**src/rtl/tap_pkg.sv**
```systemverilog
package tap_pkg;

  localparam int unsigned INSTR_W = 3;

  localparam logic [INSTR_W-1:0] OP_EXTEST  = 3'b000;
  localparam logic [INSTR_W-1:0] OP_IDCODE  = 3'b001;
  localparam logic [INSTR_W-1:0] OP_SAMPLEZ = 3'b010;
  localparam logic [INSTR_W-1:0] OP_SAMPLE  = 3'b100;
  localparam logic [INSTR_W-1:0] OP_BYPASS  = 3'b111;

  // value parked in the instruction shift stage at Capture-IR
  localparam logic [INSTR_W-1:0] IR_CAPTURE = 3'b001;

  typedef enum logic [3:0] {
    ST_RESET, ST_IDLE,
    ST_SEL_DR, ST_CAP_DR, ST_SH_DR, ST_EX1_DR, ST_PAU_DR, ST_EX2_DR, ST_UPD_DR,
    ST_SEL_IR, ST_CAP_IR, ST_SH_IR, ST_EX1_IR, ST_PAU_IR, ST_EX2_IR, ST_UPD_IR
  } tap_state_e;

  typedef struct packed {
    logic extest;
    logic idcode;
    logic samplez;
    logic sample;
    logic bypass;
  } instr_flags_t;

  function automatic instr_flags_t decode_op(logic [INSTR_W-1:0] op);
    instr_flags_t f;
    f = '0;
    case (op)
      OP_EXTEST:  f.extest  = 1'b1;
      OP_IDCODE:  f.idcode  = 1'b1;
      OP_SAMPLEZ: f.samplez = 1'b1;
      OP_SAMPLE:  f.sample  = 1'b1;
      default:    f.bypass  = 1'b1;
    endcase
    return f;
  endfunction

  function automatic tap_state_e step_state(tap_state_e s, logic m);
    tap_state_e n;
    case (s)
      ST_RESET:  n = m ? ST_RESET  : ST_IDLE;
      ST_IDLE:   n = m ? ST_SEL_DR : ST_IDLE;
      ST_SEL_DR: n = m ? ST_SEL_IR : ST_CAP_DR;
      ST_CAP_DR: n = m ? ST_EX1_DR : ST_SH_DR;
      ST_SH_DR:  n = m ? ST_EX1_DR : ST_SH_DR;
      ST_EX1_DR: n = m ? ST_UPD_DR : ST_PAU_DR;
      ST_PAU_DR: n = m ? ST_EX2_DR : ST_PAU_DR;
      ST_EX2_DR: n = m ? ST_UPD_DR : ST_SH_DR;
      ST_UPD_DR: n = m ? ST_SEL_DR : ST_IDLE;
      ST_SEL_IR: n = m ? ST_RESET  : ST_CAP_IR;
      ST_CAP_IR: n = m ? ST_EX1_IR : ST_SH_IR;
      ST_SH_IR:  n = m ? ST_EX1_IR : ST_SH_IR;
      ST_EX1_IR: n = m ? ST_UPD_IR : ST_PAU_IR;
      ST_PAU_IR: n = m ? ST_EX2_IR : ST_PAU_IR;
      ST_EX2_IR: n = m ? ST_UPD_IR : ST_SH_IR;
      ST_UPD_IR: n = m ? ST_SEL_DR : ST_IDLE;
      default:   n = ST_RESET;
    endcase
    return n;
  endfunction

endpackage

```
**src/rtl/tap_state_fsm.sv**
```systemverilog
module tap_state_fsm
  import tap_pkg::*;
(
  input  logic       tck,
  input  logic       trst_n,
  input  logic       tms,
  output tap_state_e state
);

  always_ff @(posedge tck or negedge trst_n) begin
    if (!trst_n) state <= ST_RESET;
    else         state <= step_state(state, tms);
  end

  // run of consecutive TMS-high edges, saturating at five
  logic [2:0] ones_q;
  always_ff @(posedge tck or negedge trst_n) begin
    if (!trst_n)          ones_q <= '0;
    else if (!tms)        ones_q <= '0;
    else if (ones_q != 5) ones_q <= ones_q + 3'd1;
  end


  tms_reset_chk: assert property (@(posedge tck) disable iff (!trst_n)
    (ones_q >= 3'd4 && tms) |=> state == ST_RESET);


  shift_hold_chk: assert property (@(posedge tck) disable iff (!trst_n)
    (state == ST_SH_DR && !tms) |=> state == ST_SH_DR);

endmodule

```
**src/rtl/tap_instr_reg.sv**
```systemverilog
module tap_instr_reg
  import tap_pkg::*;
(
  input  logic               tck,
  input  logic               trst_n,
  input  tap_state_e         state,
  input  logic               tdi,
  output logic               ir_so,
  output logic [INSTR_W-1:0] cur
);

  logic [INSTR_W-1:0] sr;

  always_ff @(posedge tck or negedge trst_n) begin
    if (!trst_n) begin
      sr <= IR_CAPTURE;
    end else begin
      case (state)
        ST_CAP_IR: sr <= IR_CAPTURE;
        ST_SH_IR:  sr <= {tdi, sr[INSTR_W-1:1]};
        default:   sr <= sr;
      endcase
    end
  end

  always_ff @(posedge tck or negedge trst_n) begin
    if (!trst_n)                 cur <= OP_IDCODE;
    else if (state == ST_RESET)  cur <= OP_IDCODE;
    else if (state == ST_UPD_IR) cur <= sr;
  end

  assign ir_so = sr[0];


  ir_capture_chk: assert property (@(posedge tck) disable iff (!trst_n)
    state == ST_CAP_IR |=> sr == IR_CAPTURE);


  ir_hold_chk: assert property (@(posedge tck) disable iff (!trst_n)
    (state != ST_UPD_IR && state != ST_RESET) |=> $stable(cur));

endmodule

```
**src/rtl/tap_data_path.sv**
```systemverilog
module tap_data_path
  import tap_pkg::*;
#(
  parameter int unsigned     ID_W     = 32,
  parameter logic [ID_W-1:0] ID_VALUE = 32'h0000_0001
) (
  input  logic       tck,
  input  logic       trst_n,
  input  tap_state_e state,
  input  logic       tdi,
  input  logic       sel_id,
  input  logic       sel_byp,
  input  logic       sel_bsr,
  input  logic       ir_so,
  input  logic       bsr_so,
  output logic       tdo,
  output logic       tdo_en
);

  localparam logic [ID_W-1:0] ID_CAP = {ID_VALUE[ID_W-1:1], 1'b1};

  logic [ID_W-1:0] id_sr;
  logic            byp_q;

  always_ff @(posedge tck or negedge trst_n) begin
    if (!trst_n) begin
      id_sr <= ID_CAP;
      byp_q <= 1'b0;
    end else begin
      if (state == ST_CAP_DR) begin
        if (sel_id)  id_sr <= ID_CAP;
        if (sel_byp) byp_q <= 1'b0;
      end else if (state == ST_SH_DR) begin
        if (sel_id)  id_sr <= {tdi, id_sr[ID_W-1:1]};
        if (sel_byp) byp_q <= tdi;
      end
    end
  end

  logic dr_bit;
  always_comb begin
    if (sel_id)       dr_bit = id_sr[0];
    else if (sel_bsr) dr_bit = bsr_so;
    else              dr_bit = byp_q;
  end

  logic in_shift_ir, in_shift_dr;
  assign in_shift_ir = (state == ST_SH_IR);
  assign in_shift_dr = (state == ST_SH_DR);

  always_ff @(negedge tck or negedge trst_n) begin
    if (!trst_n) begin
      tdo    <= 1'b0;
      tdo_en <= 1'b0;
    end else begin
      tdo_en <= in_shift_ir | in_shift_dr;
      if (in_shift_ir)      tdo <= ir_so;
      else if (in_shift_dr) tdo <= dr_bit;
    end
  end


  byp_capture_chk: assert property (@(posedge tck) disable iff (!trst_n)
    (state == ST_CAP_DR && sel_byp) |=> !byp_q);


  tdo_en_chk: assert property (@(posedge tck) disable iff (!trst_n)
    tdo_en |-> (state == ST_SH_DR || state == ST_SH_IR));


  tdo_edge_chk: assert property (@(posedge tck) disable iff (!trst_n)
    state == ST_IDLE |=> !tdo_en);

endmodule

```
**src/rtl/tap_instr_ctrl.sv**
```systemverilog
module tap_instr_ctrl
  import tap_pkg::*;
#(
  parameter int unsigned     ID_W     = 32,
  parameter logic [ID_W-1:0] ID_VALUE = 32'h0000_0001
) (
  input  logic tck,
  input  logic trst_n,
  input  logic tms,
  input  logic tdi,
  input  logic bsr_so,
  output logic tdo,
  output logic tdo_en,
  output logic capture_dr,
  output logic shift_dr,
  output logic update_dr,
  output logic sel_bsr,
  output logic inst_extest,
  output logic inst_sample,
  output logic inst_samplez,
  output logic inst_idcode,
  output logic inst_bypass,
  output logic out_bus_en
);

  tap_state_e         state;
  logic [INSTR_W-1:0] cur;
  logic               ir_so;
  instr_flags_t       flags;

  tap_state_fsm u_fsm (
    .tck    (tck),
    .trst_n (trst_n),
    .tms    (tms),
    .state  (state)
  );

  tap_instr_reg u_ir (
    .tck    (tck),
    .trst_n (trst_n),
    .state  (state),
    .tdi    (tdi),
    .ir_so  (ir_so),
    .cur    (cur)
  );

  assign flags = decode_op(cur);

  tap_data_path #(
    .ID_W     (ID_W),
    .ID_VALUE (ID_VALUE)
  ) u_dp (
    .tck     (tck),
    .trst_n  (trst_n),
    .state   (state),
    .tdi     (tdi),
    .sel_id  (flags.idcode),
    .sel_byp (flags.bypass),
    .sel_bsr (sel_bsr),
    .ir_so   (ir_so),
    .bsr_so  (bsr_so),
    .tdo     (tdo),
    .tdo_en  (tdo_en)
  );

  assign sel_bsr      = flags.extest | flags.sample | flags.samplez;
  assign inst_extest  = flags.extest;
  assign inst_sample  = flags.sample;
  assign inst_samplez = flags.samplez;
  assign inst_idcode  = flags.idcode;
  assign inst_bypass  = flags.bypass;
  assign out_bus_en   = ~flags.samplez;

  assign capture_dr = (state == ST_CAP_DR);
  assign shift_dr   = (state == ST_SH_DR);
  assign update_dr  = (state == ST_UPD_DR);


  bus_release_chk: assert property (@(posedge tck) disable iff (!trst_n)
    $fell(out_bus_en) |-> $past(state) == ST_UPD_IR);


  reset_idcode_chk: assert property (@(posedge tck) disable iff (!trst_n)
    $past(state) == ST_RESET |-> (inst_idcode && out_bus_en));

endmodule

```
**config.mk**
```make
export PLATFORM = sky130hd
export DESIGN_NAME = tap_instr_ctrl
export DESIGN_NICKNAME = d
export VERILOG_FILES = /design/src/rtl/tap_pkg.sv /design/src/rtl/tap_state_fsm.sv /design/src/rtl/tap_instr_reg.sv /design/src/rtl/tap_data_path.sv /design/src/rtl/tap_instr_ctrl.sv
export SDC_FILE = /design/constraint.sdc
export NUM_CORES = 1
export LEC_CHECK = 0
export ABC_AREA = 1
export CAP_MARGIN = 0
export CORE_ASPECT_RATIO = 0.5
export CORE_MARGIN = 3
export CORE_UTILIZATION = 58
export CTS_CLUSTER_DIAMETER = 80
export DETAILED_ROUTE_END_ITERATION = 16
export PLACE_DENSITY = 0.8
export SYNTH_ARGS = -nofsm -noshare
export SYNTH_HDL_FRONTEND = slang
export SYNTH_HIERARCHICAL = 1
export SYNTH_SLANG_ARGS = --single-unit
export TNS_END_PERCENT = 30
```
**constraint.sdc**
```tcl
create_clock -name tck -period 2.1 [get_ports tck]
set_clock_uncertainty 0.15 [all_clocks]
set_input_delay 0.525 -clock tck [delete_from_list [all_inputs] [get_ports tck]]
set_output_delay 0.525 -clock tck [all_outputs]
set_load 0.03 [all_outputs]
```
==> impl_results.md <==
- Status: finished, violations left
- Failing checks: negative setup slack
- Initial antenna violation count: 0
- TritonRoute pass-1 iters: 4
- Sequential Power Share: 36.3%
- Layout cell share with drive strength beyond 1: 22.96%
- Data required, critical path: 1.42 ns
- Initial Utilization: 64.33%
- Final ANT Viol Nets: 0
- Syn Std Cell Area: 2342 um^2
- Slowest cell on crit path: dfrtn_1
- Ys Warns: 6
- Number of distinct library cells after synthesis: 26
- DRC viols: 0
- Crit path buf inv count: 1
- CTS Buf Count: 5
- Sequential Area: 1130 um^2
- Via count: 2099
- Met3 GRT Util: 6.324%
- Clock Sinks: 45
- WL per Instance: 12.99 um
- Cell-internal power: 0.001850 W
- P_sw: 0.001291 W
- Crit path DAT: 1.91 ns
- Synthesized area per cell: 7.886 um^2
- CTS tree: yes
- Post-Route WL: 4962 um
- Die width: 95.87 um
- Net Sw Frac: 41.09%
- Placer congestion estimate: 0.8511
- Layout Nets: 335
- Inserted Diodes: 0
- Cell area power density: 1131 nW/um^2
- CP Class: reg -> out
- Top post-synthesis cells by area: dfrtp_1 (43%), nand2_1 (19%), nand4_1 (9.3%)
- Worst setup margin: -0.4847 ns
- Total power: 0.003141 W
- Clk buf depth: 2
- Register area share after synthesis: 48.24%
- M2 GR Usage: 41.08%
- Finish-stage setup viols: 6
- Crit path cell chain: buf_6
- Clk pwr share: 20.6%
- Initial DRC count: 108
- Syn Nets: 302
- Grt ovf: 0
- Die area: 4883 um^2
- Non-Filler Instances: 382
- Leakage: 1.510 nW
- GRT Resource Usage Total: 22.82%
- CTS HTree Levels: 2
- Setup TNS: -1.459 ns
- Vias per inst: 5.495
- FILL cells: 247
- Clk pin slew, worst setup/hold paths: 0.09 ns
- Core box area: 3641 um^2
- Routing usage on met1: 26.89%
- Most frequent cells in the layout: nand2_1 (117), dfrtp_1 (40), nand4_1 (35), buf_4 (26), inv_1 (19)
- Ports: 17
- Slew @ Worst Pin: 0.5098 ns
- Share of the synthesized area in the top cell type: 42.74%
- Slew Viols, Final: 0
- DP Cell Count: 371
- Combinational cell fraction of total power: 43.1%
- Area delta synth->final: 18.54%
- Dpl hpwl: 3225 um
- FP Rows: 15
- Yosys top cell by area: dfrtp_1
- Top delay family on crit path: flip-flops
- Number of max-cap violations: 0
- CP max stage delay: 0.43 ns
- Slew headroom: 65.97%
- CTS root buf: clkbuf_8
- Peak supply drop: 0.6642 mV
- PortBufs: 16
- Final Hold Vio Count: 0
- Worst setup EP type: output pin
- Crit-path max FO: 2
- Unrepaired setup endpoints after global routing: yes
- Worst min path class: reg -> reg
- Largest net degree at the start of global routing: 40
- Multi-input gate area: 1031 um^2
- Register bit total from synthesis: 45
- Insertion delay to the later sink of the worst-skew pair: 0.29 ns
- Mapped Cells: 297
- First-pass GRT wire length: 8576 um
- Most common cell after layout, fill and taps aside: nand2_1
- Number of global-route vias before repair: 1982
- Die H: 50.94 um
- Startpoint type of the worst setup path: flop
- Layer with the highest usage: met2
synthesized netlist by cell type (all sizes together):
cell / number
a21oi: 4
dfrtn: 2
nand4: 35
dfstp: 3
nand2: 128
dfrtp: 40
nand3b: 2
inv: 26
o21bai: 1
nand3: 13
o21ai: 4
or2: 1
nor3: 3
nor2: 22
buf: 13
final timing paths:
kind,startpoint,to,slack (ns),cells after the start
min reg2reg,u_dp/id_sr[27],u_dp/id_sr[27],0.33,2
min,u_dp/id_sr[27],u_dp/id_sr[27],0.33,2
max,u_dp/tdo,tdo,-0.48,1
min in group asynchronous,trst_n,u_fsm/state[1],0.45,2
max reg2reg,u_ir/cur[0],u_dp/tdo,-0.28,6
max in group asynchronous,trst_n,u_dp/tdo_en,0.21,2
timing repair:
action                                 in CTS  in global routing
setup buffers                               1                  1
gates resized for setup                    14                  4
hold buffers                                1                  0
setup endpoints to repair                   7                 12
endpoints found under the hold margin       4                  0
pin swaps                                   1                  0
gates cloned                                0                  0
routing by layer:
layer	vias up	share of wire, %
li1	1024	-
met1	1004	44
met2	61	50
met3	10	4.3
met4	0	1.4
met5	-	0
flip-flops by register name (all words and copies together) (netlist names):
| name | cells |
|---|---|
| u_dp/tdo_en | 1 |
| u_ir/cur | 3 |
| u_fsm/state | 4 |
| u_dp/id_sr | 32 |
| u_ir/sr | 3 |
| u_dp/tdo | 1 |
| u_dp/byp_q | 1 |
cell families (layout without fill, tap and decap cells):
| logic type | Yosys count | after routing | synth area share, % |
|---|---|---|---|
| compound gates | 9 | 9 | 2.190 |
| simple gates | 204 | 204 | 40.60 |
| buf+inv | 39 | 73 | 8.974 |
| flops | 45 | 45 | 48.24 |
final cells by class:
cell class | count | share of cell area (%)
Clock buffer | 6 | 2.614
Clock inverter | 2 | 1.397
Inverter | 26 | 3.515
Multi-Input combinational cell | 213 | 37.13
Sequential cell | 45 | 40.69
Tap cell | 51 | 2.298
Timing Repair Buffer | 39 | 12.35
through the flow:
stage | setup WS [ns] | hold slack, ns | area (um^2) | utilization [%]
floorplan | -0.5201 | 0.07941 | 2360 | -
global placement | -0.5084 | 0.2236 | 2585 | 71.00
detailed placement | -0.5220 | 0.2273 | 2585 | 71.00
CTS | -0.4890 | 0.3301 | 2755 | 75.67
global route | -0.5109 | 0.3480 | 2776 | 76.25
finish | -0.4847 | 0.3281 | 2776 | 76.25
power groups by stage:
stage	combinational (W)	sequential, W	clock, W
after floorplan	0.000912	0.00122	0
after global routing	0.00150	0.00116	0.000710
after detailed placement	0.00127	0.00115	0
after global placement	0.00122	0.00114	0
after CTS	0.00131	0.00114	0.000662
final	0.00135	0.00114	0.000647
No activity file was read; power rests on OpenSTA's default activity.
